===== src/rtl/ss_out_seq.sv =====
module ss_out_seq #(
  parameter int PG_W    = 20,
  parameter int OFF_W   = 12,
  parameter int REM_W   = 11,
  parameter int CNT_W   = 3,
  parameter int MAX_CNT = 6,
  parameter int MAX_PAY = 188
) (
  input  logic                  clk,
  input  logic                  rst,
  input  logic                  ld_valid,
  input  logic [PG_W-1:0]       ld_page0,
  input  logic [PG_W-1:0]       ld_page1,
  input  logic [OFF_W-1:0]      ld_offset,
  input  logic                  ld_psel,
  input  logic [1:0]            ld_pos,
  input  logic [CNT_W-1:0]      ld_count,
  input  logic [REM_W-1:0]      ld_bytes,
  output logic                  ld_err,
  output logic                  pl_req,
  output logic [PG_W+OFF_W-1:0] pl_addr,
  output logic [7:0]            pl_len,
  output logic [1:0]            pl_pos,
  input  logic                  pl_ack,
  output logic                  retire,
  output logic                  cross_err
);
  localparam int LEN_W = 8;
  localparam logic [LEN_W-1:0] PAY_CAP = LEN_W'(MAX_PAY);
  localparam logic [1:0] POS_MID = 2'b10;
  localparam logic [1:0] POS_END = 2'b11;

  logic              active;
  logic [PG_W-1:0]   page0, page1;
  logic [OFF_W-1:0]  off;
  logic              psel;
  logic [1:0]        pos;
  logic [CNT_W-1:0]  cnt;
  logic [REM_W-1:0]  rem;

  logic              ld_ok, fire, wrap, last;
  logic [OFF_W:0]    sum;
  logic [CNT_W-1:0]  cnt_m1;

  assign ld_ok  = (ld_count != '0) && (ld_count <= CNT_W'(MAX_CNT));
  assign pl_len = (rem > REM_W'(MAX_PAY)) ? PAY_CAP : rem[LEN_W-1:0];
  assign sum    = {1'b0, off} + (OFF_W+1)'(pl_len);
  assign wrap   = sum[OFF_W];
  assign fire   = active && pl_ack && !ld_valid;
  assign last   = (cnt == CNT_W'(1));
  assign cnt_m1 = cnt - CNT_W'(1);

  assign pl_req  = active;
  assign pl_pos  = pos;
  assign pl_addr = {psel ? page1 : page0, off};

  always_ff @(posedge clk) begin
    if (rst) begin
      active    <= 1'b0;
      page0     <= '0;
      page1     <= '0;
      off       <= '0;
      psel      <= 1'b0;
      pos       <= '0;
      cnt       <= '0;
      rem       <= '0;
      ld_err    <= 1'b0;
      retire    <= 1'b0;
      cross_err <= 1'b0;
    end else begin
      ld_err    <= 1'b0;
      retire    <= 1'b0;
      cross_err <= 1'b0;
      if (ld_valid) begin
        if (ld_ok) begin
          active <= 1'b1;
          page0  <= ld_page0;
          page1  <= ld_page1;
          off    <= ld_offset;
          psel   <= ld_psel;
          pos    <= ld_pos;
          cnt    <= ld_count;
          rem    <= ld_bytes;
        end else begin
          ld_err <= 1'b1;
        end
      end else if (fire) begin
        if (wrap && psel) begin
          active    <= 1'b0;
          cross_err <= 1'b1;
        end else begin
          off <= sum[OFF_W-1:0];
          if (wrap) psel <= 1'b1;
          rem <= rem - REM_W'(pl_len);
          cnt <= cnt_m1;
          pos <= (cnt_m1 == CNT_W'(1)) ? POS_END : POS_MID;
          if (last) begin
            active <= 1'b0;
            retire <= 1'b1;
          end
        end
      end
    end
  end
endmodule


===== config.mk =====
export PLATFORM = sky130hd
export DESIGN_NAME = ss_out_seq
export DESIGN_NICKNAME = d
export VERILOG_FILES = /design/src/rtl/ss_out_seq.sv
export SDC_FILE = /design/constraint.sdc
export NUM_CORES = 1
export LEC_CHECK = 0
export CAP_MARGIN = 20
export CORE_MARGIN = 5
export CORE_UTILIZATION = 43
export DETAILED_ROUTE_END_ITERATION = 7
export PLACE_DENSITY = 0.8
export SLEW_MARGIN = 20
export SYNTH_ARGS = -nofsm -noshare
export SYNTH_HDL_FRONTEND = slang
export SYNTH_SLANG_ARGS = --single-unit

===== constraint.sdc =====
create_clock -name clk -period 3 [get_ports clk]
set_clock_uncertainty 0.05 [all_clocks]
set_input_delay 0.3 -clock clk [delete_from_list [all_inputs] [get_ports clk]]
set_output_delay 0.3 -clock clk [all_outputs]
set_load 0.05 [all_outputs]

# Word-level counts from Yosys, hierarchy flattened
# Cells that the tools add are included.
# op_classes
n_addsub	3
n_lt_le_gt_ge	2
eq_ne	4
muxes	32
bitwise	2
reduce_logical	16
# ops
cell	n
two-way mux 12 bit	4
two-way mux 11 bit	4
two-way mux 20 bit	1
two-way mux 1 bit	14
adder 12 x 8 -> 13 bit	1
two-way mux 3 bit	4
> comparator 11 x 8 -> 1 bit, second input constant	1
subtractor 11 x 8 -> 11 bit	1
two-way mux 2 bit	4
two-way mux 8 bit	1
== test 3 x 1 -> 1 bit, second input constant	2
AND reduction 3 bit	2
nonzero test 3 bit	2
logical AND 1 bit	4
AND reduction 4 bit	1
nonzero test 2 bit	2
OR reduction 4 bit	1
less-or-equal comparator 3 bit, second input constant	1
OR reduction 3 bit	1
subtractor 3 x 1 -> 3 bit, second input constant	1
!= test 2 x 1 -> 1 bit, second input constant	1
!= test 2 bit, second input constant	1
NOT 1 bit	2
AND reduction 2 bit	1
other kinds (2)	2
# word_totals
regBits	73
input_bits	73
out_inout_bits	46
word_cells	70

# Logic depth before layout (Yosys ltp)
# depth
ltp_word	7
depth_mapped	14
ltp_nobuf	12

# Least setup slack after synthesis
# OpenSTA, ideal clock, no wires.
# synth_path
path_kind	register to register
start	reg rem[2]
end	reg rem[6]
setup_ns	0.070
arrival_time_ns	3.441
required_ns	2.880
setup_slack_ns	-0.562
stages_incl_launch_ff	12
path_buffers	1
period_less_slack_ns	3.562
cell_sequence	dfxtp_1 clkbuf_1 nand4_1 o211ai_1 nand2b_1 ha_1 nor2b_4 o31a_1 o21ai_0 a21boi_2 or4_1 a21oi_1
# synth_via
elab_chain_len	6
word_cells_on_any_way	10
classes_between	add/sub: 2; order compare: 1; eq/ne: 1; mux: 4; reduce/logical: 2
# synth_rtl
element	line	source
start: declaration	39	logic [REM_W-1:0] rem;
start signal: assignment	83	rem <= ld_bytes;
start signal: assignment	94	rem <= rem - REM_W'(pl_len);
> comparator 11 x 8 -> 1 bit	46	assign pl_len = (rem > REM_W'(MAX_PAY)) ? PAY_CAP : rem[LEN_W-1:0];
two-way mux 8 bit (*)	46	
net pl_len[2]	22	output logic [7:0] pl_len,
adder 12 x 8 -> 13 bit / subtractor 11 x 8 -> 11 bit (equally long branches)	47, 94	
logical AND 1 bit / two-way mux 11 bit (equally long branches)	88	if (wrap && psel) begin
!= test 2 bit (no line) / two-way mux 11 bit (equally long branches)	n/a	
AND reduction 3 bit (no line) / two-way mux 11 bit (equally long branches)	n/a	
# The timed path passes the listed nets; every way through them passes the cells marked *. The select of a mux whose other input is x is not followed.
# A chain may end at the register's enable or synchronous reset.

# Final worst setup path
# layout_path
start	reg rem[2]
end	reg rem[6]
# layout_via
elab_chain_len	6
word_cells_on_any_way	10
classes_between	add/sub: 2; order compare: 1; eq/ne: 1; mux: 4; reduce/logical: 2
# layout_rtl
element	line
> comparator 11 x 8 -> 1 bit	46
two-way mux 8 bit	46
adder 12 x 8 -> 13 bit / subtractor 11 x 8 -> 11 bit (equally long branches)	47, 94
logical AND 1 bit / two-way mux 11 bit (equally long branches)	88
!= test 2 bit (no line) / two-way mux 11 bit (equally long branches)	n/a
AND reduction 3 bit (no line) / two-way mux 11 bit (equally long branches)	n/a
# Several ways; a longest one is shown, not always the timed one. The select of a mux whose other input is x is not followed.

==> out/metrics.cfg <==
[status]
status=completed

[final_layout]
final_cell_count_no_fill=764
final_util=0.644
area_delta_synth_final_pct=47.6
diodes=0
drive_above_1_share=0.198
finish.instance_area_um2=5890
finalNetCount=736

[timing]
tightest_slew_ns=0.546
fmax_mhz=337
rsz0062_at_grt=yes
final_max_slew_viol_count=0
fin_crit_sh=0.990
slew_headroom=0.635
finalHoldViolations=0
min_period_ns=2.97
setup_viol=0
fin_ws_ns=0.0310

[clock_network]
cts_tree=built
clk_pin_slew_ns=0.08
htree_levels=3
cts_root_buf=clkbuf_8
clock_latency_ns=0.34
cts_sinks=73
cts_made_buffers=9
clockBufferDepth=2

[logic_synthesis]
synth_common_cells=nand2_1 (100), a21oi_1 (79), dfxtp_1 (73)
synth.area.top_cells=dfxtp_1 (37%), a21oi_1 (9.9%), nand2_1 (9.4%), mux2_2 (5.6%), ha_1 (4.1%)
avgSynthCellArea_um2=7.87
synth_nets=594
synth_most_common_cell=nand2_1
synth_edf_count=0
synth_cell_types=60
synth_seq_cells=73
ys_seq_area_frac=0.366
synth_top_flop_cell=dfxtp_1
synth.cell_area_um2=3990
synth_top_area_share=0.366
synth_largest_area_cell=dfxtp_1
yosysWarningCount=0
syn_inst=507
async_flop_share=0

[global_routing]
grt_max_degree=47
track_usage=0.223
overflow=0
antenna_found_initial=0
grt_pass1_wl_um=20400
grt_pass1_vias=4137

[power_and_ir_drop]
seq_power_share=0.374
switching_share=0.369
ir_drop_uv=298
power_mw=2.96
powerDensity_nw_per_um2=502
p_sw_mw=1.09
internal_power_mw=1.87
power.share.clock=0.234
comb_power_share=0.392
p_leak_nw=2.27

[flow_run]
cap_violations=0

[critical_path]
end_kind=register
critPathKind=register to register
r2r_slack_ns=0.03
start_kind=register
arrival_ns=3.19
critPathMaxFanout=8
worstPathRequired_ns=3.22
rr_worst_depth=11

[place]
numPortBuffers=118
placed_area_um2=5500
dp_cells=739
place_hpwl_um=9300
gp_congestion=0.988
dp_slack_ns=-0.294

[detailed_routing]
post_drt_wl_per_cell_um=17.2
via_per_inst=5.70
firstDrtPassIters=5
drtAntennaViolNets=0
first_iter_violations=271
drt-total-wl_um=13100
vias=4357
drc_errors=0

[die]
chipWidth_um=106
initial_core_util=0.436
core_um2=9150
die_area_um2=11300
io_pins=119
core.rowCount=35
die_h_um=106

[worst_hold_path]
min_path_cells=2
hp-class=input pin to register

==> stage by stage <==
| step | hold slack, ns | TNS [ns] |
|---|---|---|
| after global placement | 0.388 | -3.26 |
| after detailed placement | 0.397 | -4.73 |
| after global routing | 0.316 | -0.164 |
| after floorplan | 0.383 | -0.0195 |
| after CTS | 0.311 | 0 |
| final | 0.316 | 0 |
==> metal layers <==
| metal | routed length (um) | share of wire | vias to the layer above | GRT usage |
|---|---|---|---|---|
| li1 | - | - | 2104 | - |
| met1 | 5410 | 0.41 | 2056 | 0.284 |
| met2 | 6660 | 0.51 | 174 | 0.376 |
| met3 | 791 | 0.060 | 23 | 0.0389 |
| met4 | 285 | 0.022 | 0 | 0.0870 |
| met5 | 0 | 0 | - | 0 |
==> timing repair <==
item,4_1_cts,5_1_grt
resized for setup,6,32
pin swaps,1,11
gates cloned,0,0
buffers inserted,1,9
hold buffers,0,0
endpoints found under the setup margin,23,24
==> layout make-up <==
class | instances | area (um^2)
flip-flops and latches | 73 | 1480
well taps | 111 | 139
clock buffers | 10 | 138
inverters | 13 | 48.8
repair buffers | 167 | 1560
fillers | 772 | 3260
multi-input cells | 385 | 2490
clock inverters | 5 | 32.5
==> worst paths after layout <==
check                        start                    end
min reg2reg  page1[1]$_SDFFE_PP0P_  page1[1]$_SDFFE_PP0P_
max            rem[2]$_SDFFE_PP0P_    rem[6]$_SDFFE_PP0P_
min                            rst  page0[5]$_SDFFE_PP0P_
max reg2reg    rem[2]$_SDFFE_PP0P_    rem[6]$_SDFFE_PP0P_
==> critical path, cell delays in order (launching register included) <==
cell and delay [ns]:
dfxtp_4 0.38, nand4_1 0.14, o211ai_1 0.32, nand2b_4 0.22
ha_4 0.20, nor2b_4 0.12, o31a_1 0.36, o21ai_4 0.23
a21boi_4 0.10, buf_6 0.15, or4_4 0.51, a21oi_2 0.13
==> state kept, by name, summed over array words and instances (netlist names) <==
signal and cells:
rem 11, pl_pos 2, retire 1, psel 1, page1 20, pl_req 1, cnt 3, ld_err 1
page0 20, off 12, cross_err 1
==> layout by cell type, fill, tap and decap left out, types with 4 or more instances in the layout <==
cell,netlist,layout
a311oi_1,5,5
clkdlybuf4s50_1,0,117
dfxtp_1,73,65
dfxtp_2,0,5
mux2_2,20,20
o21ai_0,17,13
nand2b_1,6,5
o211ai_1,4,4
nor3_1,8,7
ha_1,13,9
a211oi_1,14,12
o21a_1,4,4
nor2_1,24,22
o31ai_1,5,5
buf_4,0,45
nand4_1,4,4
buf_6,1,4
ha_4,0,4
a21oi_1,79,76
o311ai_0,4,4
a31oi_1,8,8
xnor2_1,4,4
inv_1,12,11
nand2_1,100,100
nand3_1,8,8
clkbuf_8,0,10
==> power by group through the flow <==
stage	Clock [mW]	Sequential, mW	Combinational, mW
2_1_floorplan	0	1.18	0.607
3_3_place_gp	0	1.12	1.05
3_5_place_dp	0	1.12	1.07
4_1_cts	0.698	1.10	1.09
5_1_grt	0.750	1.12	1.24
6_report	0.692	1.11	1.16
==> cell families after synthesis <==
group / share of synthesized area
and+or+nand+nor: 0.209
AOI/OAI and AO/OA: 0.259
DFF: 0.366
buffers and inverters: 0.0492
muxes: 0.0615
adders and majority gates: 0.0458
xor gates and xnor gates: 0.00878
other: 0.000940
Power figures use the tool's default switching activity.
